==> config.mk <==
export PLATFORM = sky130hd
export DESIGN_NAME = irscan_top
export DESIGN_NICKNAME = d
export VERILOG_FILES = /design/src/rtl/irscan_pkg.sv /design/src/rtl/irscan_sync.sv /design/src/rtl/irscan_carrier.sv /design/src/rtl/irscan_sequencer.sv /design/src/rtl/irscan_side_det.sv /design/src/rtl/irscan_top.sv
export SDC_FILE = /design/constraint.sdc
export NUM_CORES = 1
export LEC_CHECK = 0
export ABC_AREA = 1
export BUFFER_PORTS_ARGS = -buffer_cell sky130_fd_sc_hd__buf_2
export CAP_MARGIN = 0
export CORE_MARGIN = 5
export CORE_UTILIZATION = 34
export DETAILED_ROUTE_END_ITERATION = 12
export GPL_ROUTABILITY_DRIVEN = 0
export PLACE_DENSITY = 0.57
export SLEW_MARGIN = 20
export SYNTH_ARGS = -nofsm -noshare
export SYNTH_HDL_FRONTEND = slang
export SYNTH_HIERARCHICAL = 1
export SYNTH_SLANG_ARGS = --single-unit
export TNS_END_PERCENT = 30
==> constraint.sdc <==
create_clock -name clk -period 1.35 [get_ports clk]
set_input_delay 0.27 -clock clk [delete_from_list [all_inputs] [get_ports clk]]
set_output_delay 0.27 -clock clk [all_outputs]
set_load 0.05 [all_outputs]
==> src/rtl/irscan_pkg.sv <==
package irscan_pkg;

    typedef enum logic [1:0] {
        PH_LEFT_ON   = 2'd0,
        PH_LEFT_GAP  = 2'd1,
        PH_RIGHT_ON  = 2'd2,
        PH_RIGHT_GAP = 2'd3
    } scan_phase_e;

    typedef struct packed {
        logic front;
        logic right;
        logic left;
    } obst_t;

    localparam int unsigned NUM_SIDES = 2;
    localparam int unsigned SIDE_L    = 0;
    localparam int unsigned SIDE_R    = 1;

    function automatic int unsigned half_period(input int unsigned clk_hz,
                                                input int unsigned carrier_hz);
        int unsigned h;
        h = clk_hz / (2 * carrier_hz);
        return (h < 1) ? 1 : h;
    endfunction

    function automatic scan_phase_e next_phase(input scan_phase_e p);
        case (p)
            PH_LEFT_ON:  return PH_LEFT_GAP;
            PH_LEFT_GAP: return PH_RIGHT_ON;
            PH_RIGHT_ON: return PH_RIGHT_GAP;
            default:     return PH_LEFT_ON;
        endcase
    endfunction

    function automatic logic is_lit(input scan_phase_e p);
        return (p == PH_LEFT_ON) || (p == PH_RIGHT_ON);
    endfunction

    function automatic logic [NUM_SIDES-1:0] side_window(input scan_phase_e p);
        logic [NUM_SIDES-1:0] w;
        w = '0;
        w[SIDE_L] = (p == PH_LEFT_ON);
        w[SIDE_R] = (p == PH_RIGHT_ON);
        return w;
    endfunction

    function automatic obst_t classify(input logic [NUM_SIDES-1:0] hits);
        obst_t o;
        o.front = hits[SIDE_L] &  hits[SIDE_R];
        o.left  = hits[SIDE_L] & ~hits[SIDE_R];
        o.right = hits[SIDE_R] & ~hits[SIDE_L];
        return o;
    endfunction

endpackage

==> src/rtl/irscan_sync.sv <==
module irscan_sync #(
    parameter int unsigned STAGES = 2
) (
    input  logic clk,
    input  logic rst,
    input  logic d,
    output logic q
);
    logic [STAGES-1:0] chain_q;

    always_ff @(posedge clk) begin
        if (rst) chain_q <= '1;
        else     chain_q <= {chain_q[STAGES-2:0], d};
    end

    assign q = chain_q[STAGES-1];
endmodule

==> src/rtl/irscan_carrier.sv <==
module irscan_carrier #(
    parameter int unsigned HALF = 50
) (
    input  logic clk,
    input  logic rst,
    output logic carrier
);
    localparam int unsigned DIV_W = (HALF > 1) ? $clog2(HALF) : 1;
    localparam logic [DIV_W-1:0] DIV_LAST = DIV_W'(HALF - 1);

    logic [DIV_W-1:0] div_q;
    logic             car_q;

    always_ff @(posedge clk) begin
        if (rst) begin
            div_q <= '0;
            car_q <= 1'b0;
        end else if (div_q == DIV_LAST) begin
            div_q <= '0;
            car_q <= ~car_q;
        end else begin
            div_q <= div_q + 1'b1;
        end
    end

    assign carrier = car_q;
endmodule

==> src/rtl/irscan_sequencer.sv <==
module irscan_sequencer
    import irscan_pkg::*;
#(
    parameter int unsigned ON_CYCLES  = 400,
    parameter int unsigned GAP_CYCLES = 100
) (
    input  logic        clk,
    input  logic        rst,
    output scan_phase_e phase,
    output logic        scan_end
);
    localparam int unsigned LONGEST = (ON_CYCLES > GAP_CYCLES) ? ON_CYCLES : GAP_CYCLES;
    localparam int unsigned CNT_W   = (LONGEST > 1) ? $clog2(LONGEST) : 1;
    localparam logic [CNT_W-1:0] ON_LAST  = CNT_W'(ON_CYCLES - 1);
    localparam logic [CNT_W-1:0] GAP_LAST = CNT_W'(GAP_CYCLES - 1);

    scan_phase_e      phase_q;
    logic [CNT_W-1:0] cnt_q;
    logic [CNT_W-1:0] last_cnt;
    logic             wrap;

    always_comb begin
        last_cnt = is_lit(phase_q) ? ON_LAST : GAP_LAST;
        wrap     = (cnt_q == last_cnt);
    end

    always_ff @(posedge clk) begin
        if (rst) begin
            phase_q <= PH_LEFT_ON;
            cnt_q   <= '0;
        end else if (wrap) begin
            phase_q <= next_phase(phase_q);
            cnt_q   <= '0;
        end else begin
            cnt_q   <= cnt_q + 1'b1;
        end
    end

    assign phase    = phase_q;
    assign scan_end = wrap && (phase_q == PH_RIGHT_GAP);
endmodule

==> src/rtl/irscan_side_det.sv <==
module irscan_side_det #(
    parameter int unsigned MIN_LOW = 64
) (
    input  logic clk,
    input  logic rst,
    input  logic win,
    input  logic rx_low,
    input  logic clear,
    output logic hit
);
    localparam int unsigned RUN_W = (MIN_LOW > 1) ? $clog2(MIN_LOW) : 1;
    localparam logic [RUN_W-1:0] RUN_LAST = RUN_W'(MIN_LOW - 1);

    logic [RUN_W-1:0] run_q;
    logic             hit_q;
    logic             echo;

    assign echo = win && rx_low;

    always_ff @(posedge clk) begin
        if (rst) begin
            run_q <= '0;
        end else if (echo) begin
            if (run_q != RUN_LAST) run_q <= run_q + 1'b1;
        end else begin
            run_q <= '0;
        end
    end

    always_ff @(posedge clk) begin
        if (rst)                            hit_q <= 1'b0;
        else if (clear)                     hit_q <= 1'b0;
        else if (echo && run_q == RUN_LAST) hit_q <= 1'b1;
    end

    assign hit = hit_q;
endmodule

==> src/rtl/irscan_top.sv <==
module irscan_top
    import irscan_pkg::*;
#(
    parameter int unsigned CLK_HZ      = 3_800_000,
    parameter int unsigned CARRIER_HZ  = 38_000,
    parameter int unsigned ON_CYCLES   = 400,
    parameter int unsigned GAP_CYCLES  = 100,
    parameter int unsigned MIN_LOW     = 64,
    parameter int unsigned SYNC_STAGES = 2
) (
    input  logic clk,
    input  logic rst,
    input  logic rx_n,
    output logic emit_left,
    output logic emit_right,
    output logic obs_left,
    output logic obs_right,
    output logic obs_front
);
    localparam int unsigned HALF = half_period(CLK_HZ, CARRIER_HZ);

    scan_phase_e          phase;
    logic                 scan_end;
    logic                 carrier;
    logic                 rx_sync;
    logic [NUM_SIDES-1:0] side_win;
    logic [NUM_SIDES-1:0] side_hit;
    logic [NUM_SIDES-1:0] emit_q;
    obst_t                flags_q;

    irscan_sync #(.STAGES(SYNC_STAGES)) u_sync (
        .clk(clk), .rst(rst), .d(rx_n), .q(rx_sync)
    );

    irscan_carrier #(.HALF(HALF)) u_carrier (
        .clk(clk), .rst(rst), .carrier(carrier)
    );

    irscan_sequencer #(.ON_CYCLES(ON_CYCLES), .GAP_CYCLES(GAP_CYCLES)) u_seq (
        .clk(clk), .rst(rst), .phase(phase), .scan_end(scan_end)
    );

    assign side_win = side_window(phase);

    generate
        for (genvar s = 0; s < NUM_SIDES; s++) begin : g_side
            irscan_side_det #(.MIN_LOW(MIN_LOW)) u_det (
                .clk(clk), .rst(rst), .win(side_win[s]), .rx_low(~rx_sync),
                .clear(scan_end), .hit(side_hit[s])
            );

            always_ff @(posedge clk) begin
                if (rst) emit_q[s] <= 1'b0;
                else     emit_q[s] <= carrier & side_win[s];
            end
        end
    endgenerate

    always_ff @(posedge clk) begin
        if (rst)           flags_q <= '0;
        else if (scan_end) flags_q <= classify(side_hit);
    end

    assign emit_left  = emit_q[SIDE_L];
    assign emit_right = emit_q[SIDE_R];
    assign obs_left   = flags_q.left;
    assign obs_right  = flags_q.right;
    assign obs_front  = flags_q.front;
endmodule

==> flow_metrics.tcl, run 1 <==
set metrics [dict create \
    cts.sinks 39 \
    synthToLayoutAreaGrowth_pct 15.1 \
    antenna_left 0 \
    startpoint_type "flop" \
    die_x_um 84.0 \
    cts_setup_buffers 0 \
    finalClockSkew_ns 0.00410 \
    drc_errors 0 \
    htreeDepth 2 \
    wl_mm 3.04 \
    critPathMaxStageDelay_ns 0.35 \
    status "finished clean" \
    yosys.cell_types.count 25 \
    cts_tree "yes" \
    synth_area_leader_cell "dfxtp_1" \
    cp_num_buf_inv 2 \
    clk_path_buf_depth 2 \
    antennaDiodeCount 0 \
    num-fill-cells 560 \
    max-slew-margin-rel 0.830 \
    pre_cts_slack_ns -0.00735 \
    hold_buffers 0 \
    coreArea_um2 5410 \
    synth_area_um2 1860 \
    layout_min_cycle_time_ns 1.27 \
    num_vias 1477 \
    port_buffers 7 \
    layout_setup_ws_ns 0.0801 \
    drt-initial-drc-count 42 \
    drv_slew 0 \
    num_rows 27 \
    root_buffer "clkbuf_8" \
    synth.top_cell.area_share 0.420 \
    yosysSeqAreaShare 0.420 \
    synth_edf_count 0 \
    hold_class "input pin to flop" \
    fmax_ghz 0.787 \
    hold_viol 0 \
    first_pass_iters 4 \
    initial_utilization 0.344 \
    final_area_um2 2140 \
    pin_count 8 \
    grt_pass1_vias 1364 \
    whs_ns 0.167 \
    clk_pin_slew_ns 0.07 \
    dpl_cell_area_um2 2030 \
    peakVddDrop_v 0.000333 \
    crit_fanout 3 \
    grt_max_degree 13 \
    critPathArrivalTime_ns 1.49 \
    period_share 0.941 \
    ys_async_sr_fraction 0 \
    powerDensity_nw_per_um2 942 \
    power.leakage_nw 0.831 \
    die_area_um2 7050 \
    cts_inserted_buffers 5 \
    grt_use_total 0.0984 \
    grt-ovfl-total 0 \
    crit_family "simple AND/OR/NAND/NOR gates" \
    synth_fp_nets 264 \
    antenna_found_initial 0 \
    synth_common_cells "nor2_1 (51), nand2_1 (46), dfxtp_1 (39), inv_1 (36), nand3_1 (13)" \
    finalNetCount 283 \
    die_y_um 84.0 \
    wl_per_cell_um 8.81 \
    synth.top_cells.by_area "dfxtp_1 (42%), nor2_1 (10%), nand2_1 (9.3%), inv_1 (7.3%), ha_1 (5.4%)" \
    drt-vias-per-instance 4.28 \
    yosys_warnings 6 \
    critPathKind "flop to flop" \
    drive_above_1_share 0.216 \
    syn_inst 253 \
    cp.required_ns 1.57 \
    setup_viol 0 \
    detailed_place_hpwl_mm 2.22 \
    tightest_slew_ns 0.256 \
    rsz0062_at_grt "yes" \
    grt_first_pass_wirelength_mm 5.66 \
    critPathCaptureType "flop" \
    crit_chain "ha_4 -> inv_1 -> buf_4 -> nor2_4 -> nand2_2 -> or2_1 -> a21oi_2" \
    clk_latency_ns 0.28 \
    synth_most_common_cell "nor2_1" \
    drv_cap 0 \
    cp_slowest_cell "dfxtp_2" \
    ys_ff_latch 39 \
    yosys_most_used_dff "dfxtp_1" \
    synth_area_per_cell_um2 7.35 \
]
-- metrics by stage --
stage               cells  power [mW]   util  setup TNS, ns
global route          345        2.14  0.396        -0.0497
global placement      337        1.29  0.375              0
detailed placement    337        1.29  0.375       -0.00735
CTS                   345        2.07  0.392              0
floorplan             253        1.27      -              0
finish                345        2.02  0.396              0
-- registers in the layout, indices dropped and copies added (netlist names), 2 cells and up --
name / count
g_side.u_det/hit: 2
g_side.u_det/run_q: 12
u_carrier/div_q: 6
u_seq/cnt_q: 9
u_seq/phase: 2
u_sync/chain_q: 2
-- what timing repair did --
| item | 4_1_cts | 5_1_grt |
|---|---|---|
| pin swaps | 0 | 2 |
| endpoints found under the hold margin | 0 | 0 |
| endpoints found under the setup margin | 3 | 18 |
| resized for setup | 3 | 8 |
-- path summary, 6_finish.rpt --
| path | startpoint | endpoint | slack (ns) | cells after the start |
|---|---|---|---|---|
| worst max register to register | u_seq/cnt_q[1] | u_seq/cnt_q[8] | 0.08 | 7 |
| worst max-delay path | u_seq/cnt_q[1] | u_seq/cnt_q[8] | 0.08 | 7 |
| worst min register to register | u_sync/chain_q[0] | u_sync/chain_q[1] | 0.41 | 2 |
| worst min-delay path | rx_n | u_sync/chain_q[0] | 0.17 | 3 |
-- layout make-up --
cell class / count / area, um^2 / area share
Inverter: 40 / 150 / 0.0701
Clock inverter: 3 / 15.0 / 0.00701
Tap cell: 72 / 90.1 / 0.0421
Timing Repair Buffer: 12 / 72.6 / 0.0339
Multi-Input combinational cell: 174 / 957 / 0.447
Clock buffer: 5 / 68.8 / 0.0321
Sequential cell: 39 / 788 / 0.368
-- routing by layer --
metal / vias up / GRT usage / part of all wire
met4: 0 / 0.0482 / 0.0092
met3: 2 / 0.0346 / 0.033
met2: 21 / 0.150 / 0.43
met1: 641 / 0.123 / 0.52
li1: 813 / - / -
met5: - / 0 / 0
-- where the power goes --
part           total, mW  switching [mW]  internal [mW]
combinational     0.0850          0.0488         0.0362
sequential          1.19          0.0182           1.17
clock              0.745           0.392          0.353
-- worst register-to-register path, cell delays in order (launching register included) --
cell,delay (ns)
dfxtp_2,0.35
ha_4,0.14
inv_1,0.06
buf_4,0.14
nor2_4,0.12
nand2_2,0.07
or2_1,0.22
a21oi_2,0.12
-- cell families after synthesis --
logic type	count (synthesis)	synth area share
xor+xnor	8	0.0377
compound gates	19	0.0646
simple gates	139	0.344
fa+ha+maj	8	0.0538
flops	39	0.420
buf+inv	40	0.0807
-- layout by cell type, fill, tap and decap left out, drive strengths merged --
master  count
nor3        4
ha          8
xor2        4
o21ai       7
o21bai      1
nand4       3
or2         3
a21oi      11
nand2      52
nand3      16
nor2       61
clkbuf      5
inv        40
dfxtp      39
clkinv      3
buf        12
xnor2       4
Power figures use the tool's default switching activity.
==> run 2: changes to the inputs <==
--- a/config.mk
+++ b/config.mk
@@ -13,6 +13,7 @@
 export DETAILED_ROUTE_END_ITERATION = 12
 export GPL_ROUTABILITY_DRIVEN = 0
 export PLACE_DENSITY = 0.57
+export SETUP_SLACK_MARGIN = 0.2
 export SLEW_MARGIN = 20
 export SYNTH_ARGS = -nofsm -noshare
 export SYNTH_HDL_FRONTEND = slang
==> flow_metrics.tcl, run 2 (same netlist as run 1, synthesis figures left out) <==
set metrics [dict create \
    wl_met2_mm 1.50 \
    drc_errors 0 \
    reg2reg_depth 8 \
    power.leakage_nw 0.878 \
    grt_max_degree 12 \
    coreArea_um2 5410 \
    clk_latency_ns 0.29 \
    layout_min_cycle_time_ns 1.26 \
    cts_inserted_buffers 5 \
    grt-ovfl-total 0 \
    regToRegEndpoint "obs_right" \
    grt_pass1_vias 1361 \
    finalClockSkew_ns 0.00670 \
    wl_mm 3.26 \
    top_register "g_side.u_det/run_q" \
    pin_count 8 \
    detailed_place_hpwl_mm 2.34 \
    endpoint "obs_right" \
    grt_first_pass_wirelength_mm 5.67 \
    drt-met1-wl_mm 1.61 \
    wl_per_cell_um 9.28 \
    antenna_found_initial 0 \
    drv_cap 0 \
    critPathKind "flop to flop" \
    powerDensity_nw_per_um2 895 \
    crit_fanout 6 \
    power_mw 2.02 \
    num_rows 27 \
    utilization 0.417 \
    tightest_slew_ns 0.250 \
    cts_tree "yes" \
    synthToLayoutAreaGrowth_pct 21.2 \
    antennaDiodeCount 0 \
    drt-vias-per-instance 4.35 \
    critPathArrivalTime_ns 1.43 \
    drive_above_1_share 0.276 \
    period_share 0.934 \
    reg2reg_slack_ns 0.09 \
    num_vias 1527 \
    die_y_um 84.0 \
    cp.required_ns 1.52 \
    max-slew-margin-rel 0.833 \
    hold_class "input pin to flop" \
    antenna_left 0 \
    die_x_um 84.0 \
    drt-initial-drc-count 58 \
    peakVddDrop_v 0.000382 \
    num-fill-cells 560 \
    drv_slew 0 \
    cts.sinks 39 \
    fmax_ghz 0.793 \
    reg_top3 "g_side.u_det/run_q x12, u_seq/cnt_q x9, u_carrier/div_q x6" \
    startpoint "u_seq/cnt_q[0]" \
    htreeDepth 2 \
    startpoint_type "flop" \
    clk_path_buf_depth 2 \
    hold_viol 0 \
    finalNetCount 289 \
    wl_met3_um 82 \
    initial_utilization 0.344 \
    grt_use_total 0.0975 \
    r2r_start "u_seq/cnt_q[0]" \
    largest_reg_flops 12 \
    setup_viol 0 \
    port_buffers 7 \
    critPathCaptureType "flop" \
    top_layer_used "met4" \
    final_common_cell "nor2_1" \
    die_area_um2 7050 \
    first_pass_iters 4 \
    status "finished clean" \
    rsz0062_at_grt "yes" \
    root_buffer "clkbuf_8" \
    mostFrequentLayoutCells "nor2_1 (48), nand2_1 (43), inv_1 (34), dfxtp_1 (29), buf_4 (11)" \
    clk_pin_slew_ns 0.07 \
]
run 2: layer usage:
metal,vias up,track usage
li1,829,-
met1,682,0.119
met2,11,0.154
met3,5,0.0257
met4,0,0.0556
met5,-,0
run 2: worst min path at each step:
stage	end	slack, ns	cells after the start	startpoint
6_report	u_sync/chain_q[0]	0.15	3	rx_n
5_1_grt	u_sync/chain_q[0]	0.15	3	rx_n
4_1_cts	u_sync/chain_q[0]	0.14	3	rx_n
3_5_place_dp	u_sync/chain_q[1]	0.41	2	u_sync/chain_q[0]
3_3_place_gp	u_sync/chain_q[1]	0.40	2	u_sync/chain_q[0]
2_1_floorplan	obs_front	0.34	1	rst
run 2: critical path, cell delays in order, from the launching register on:
cell     delay, ns
dfxtp_2       0.35
ha_4          0.15
inv_4         0.04
nor2_4        0.12
nand3_4       0.10
nor2_4        0.20
inv_2         0.07
nand2_1       0.06
a21oi_1       0.06
run 2: layout make-up:
class                   count  area (um^2)  area share
multi-input cells         174         1010       0.448
flip-flops and latches     39          803       0.356
inverters                  40          153      0.0677
repair buffers             18          118      0.0522
well taps                  72         90.1      0.0400
clock buffers               7         76.3      0.0339
clock inverters             1         5.00     0.00222
run 2: what timing repair did:
| item | in CTS | in global routing |
|---|---|---|
| hold buffers | 0 | 0 |
| pin swaps | 4 | 3 |
| setup endpoints to repair | 16 | 38 |
| gates resized for setup | 8 | 14 |
| setup buffers | 7 | 4 |
run 2: report_power, final:
part | internal [mW] | total, mW | switching (mW)
Sequential | 1.16 | 1.18 | 0.0181
Combinational | 0.0449 | 0.101 | 0.0558
Clock | 0.362 | 0.735 | 0.373
Total | 1.57 | 2.02 | 0.447
run 2: through the flow:
step / instance area [um^2] / worst slack (ns) / hold slack [ns] / instances / TNS, ns
2_1_floorplan: 1900 / 0.160 / 0.339 / 253 / 0
3_3_place_gp: 2020 / 0.0688 / 0.396 / 332 / 0
3_5_place_dp: 2020 / 0.0436 / 0.407 / 332 / 0
4_1_cts: 2180 / 0.129 / 0.143 / 347 / 0
5_1_grt: 2250 / -0.00589 / 0.153 / 351 / -0.00842
6_report: 2250 / 0.0887 / 0.150 / 351 / 0
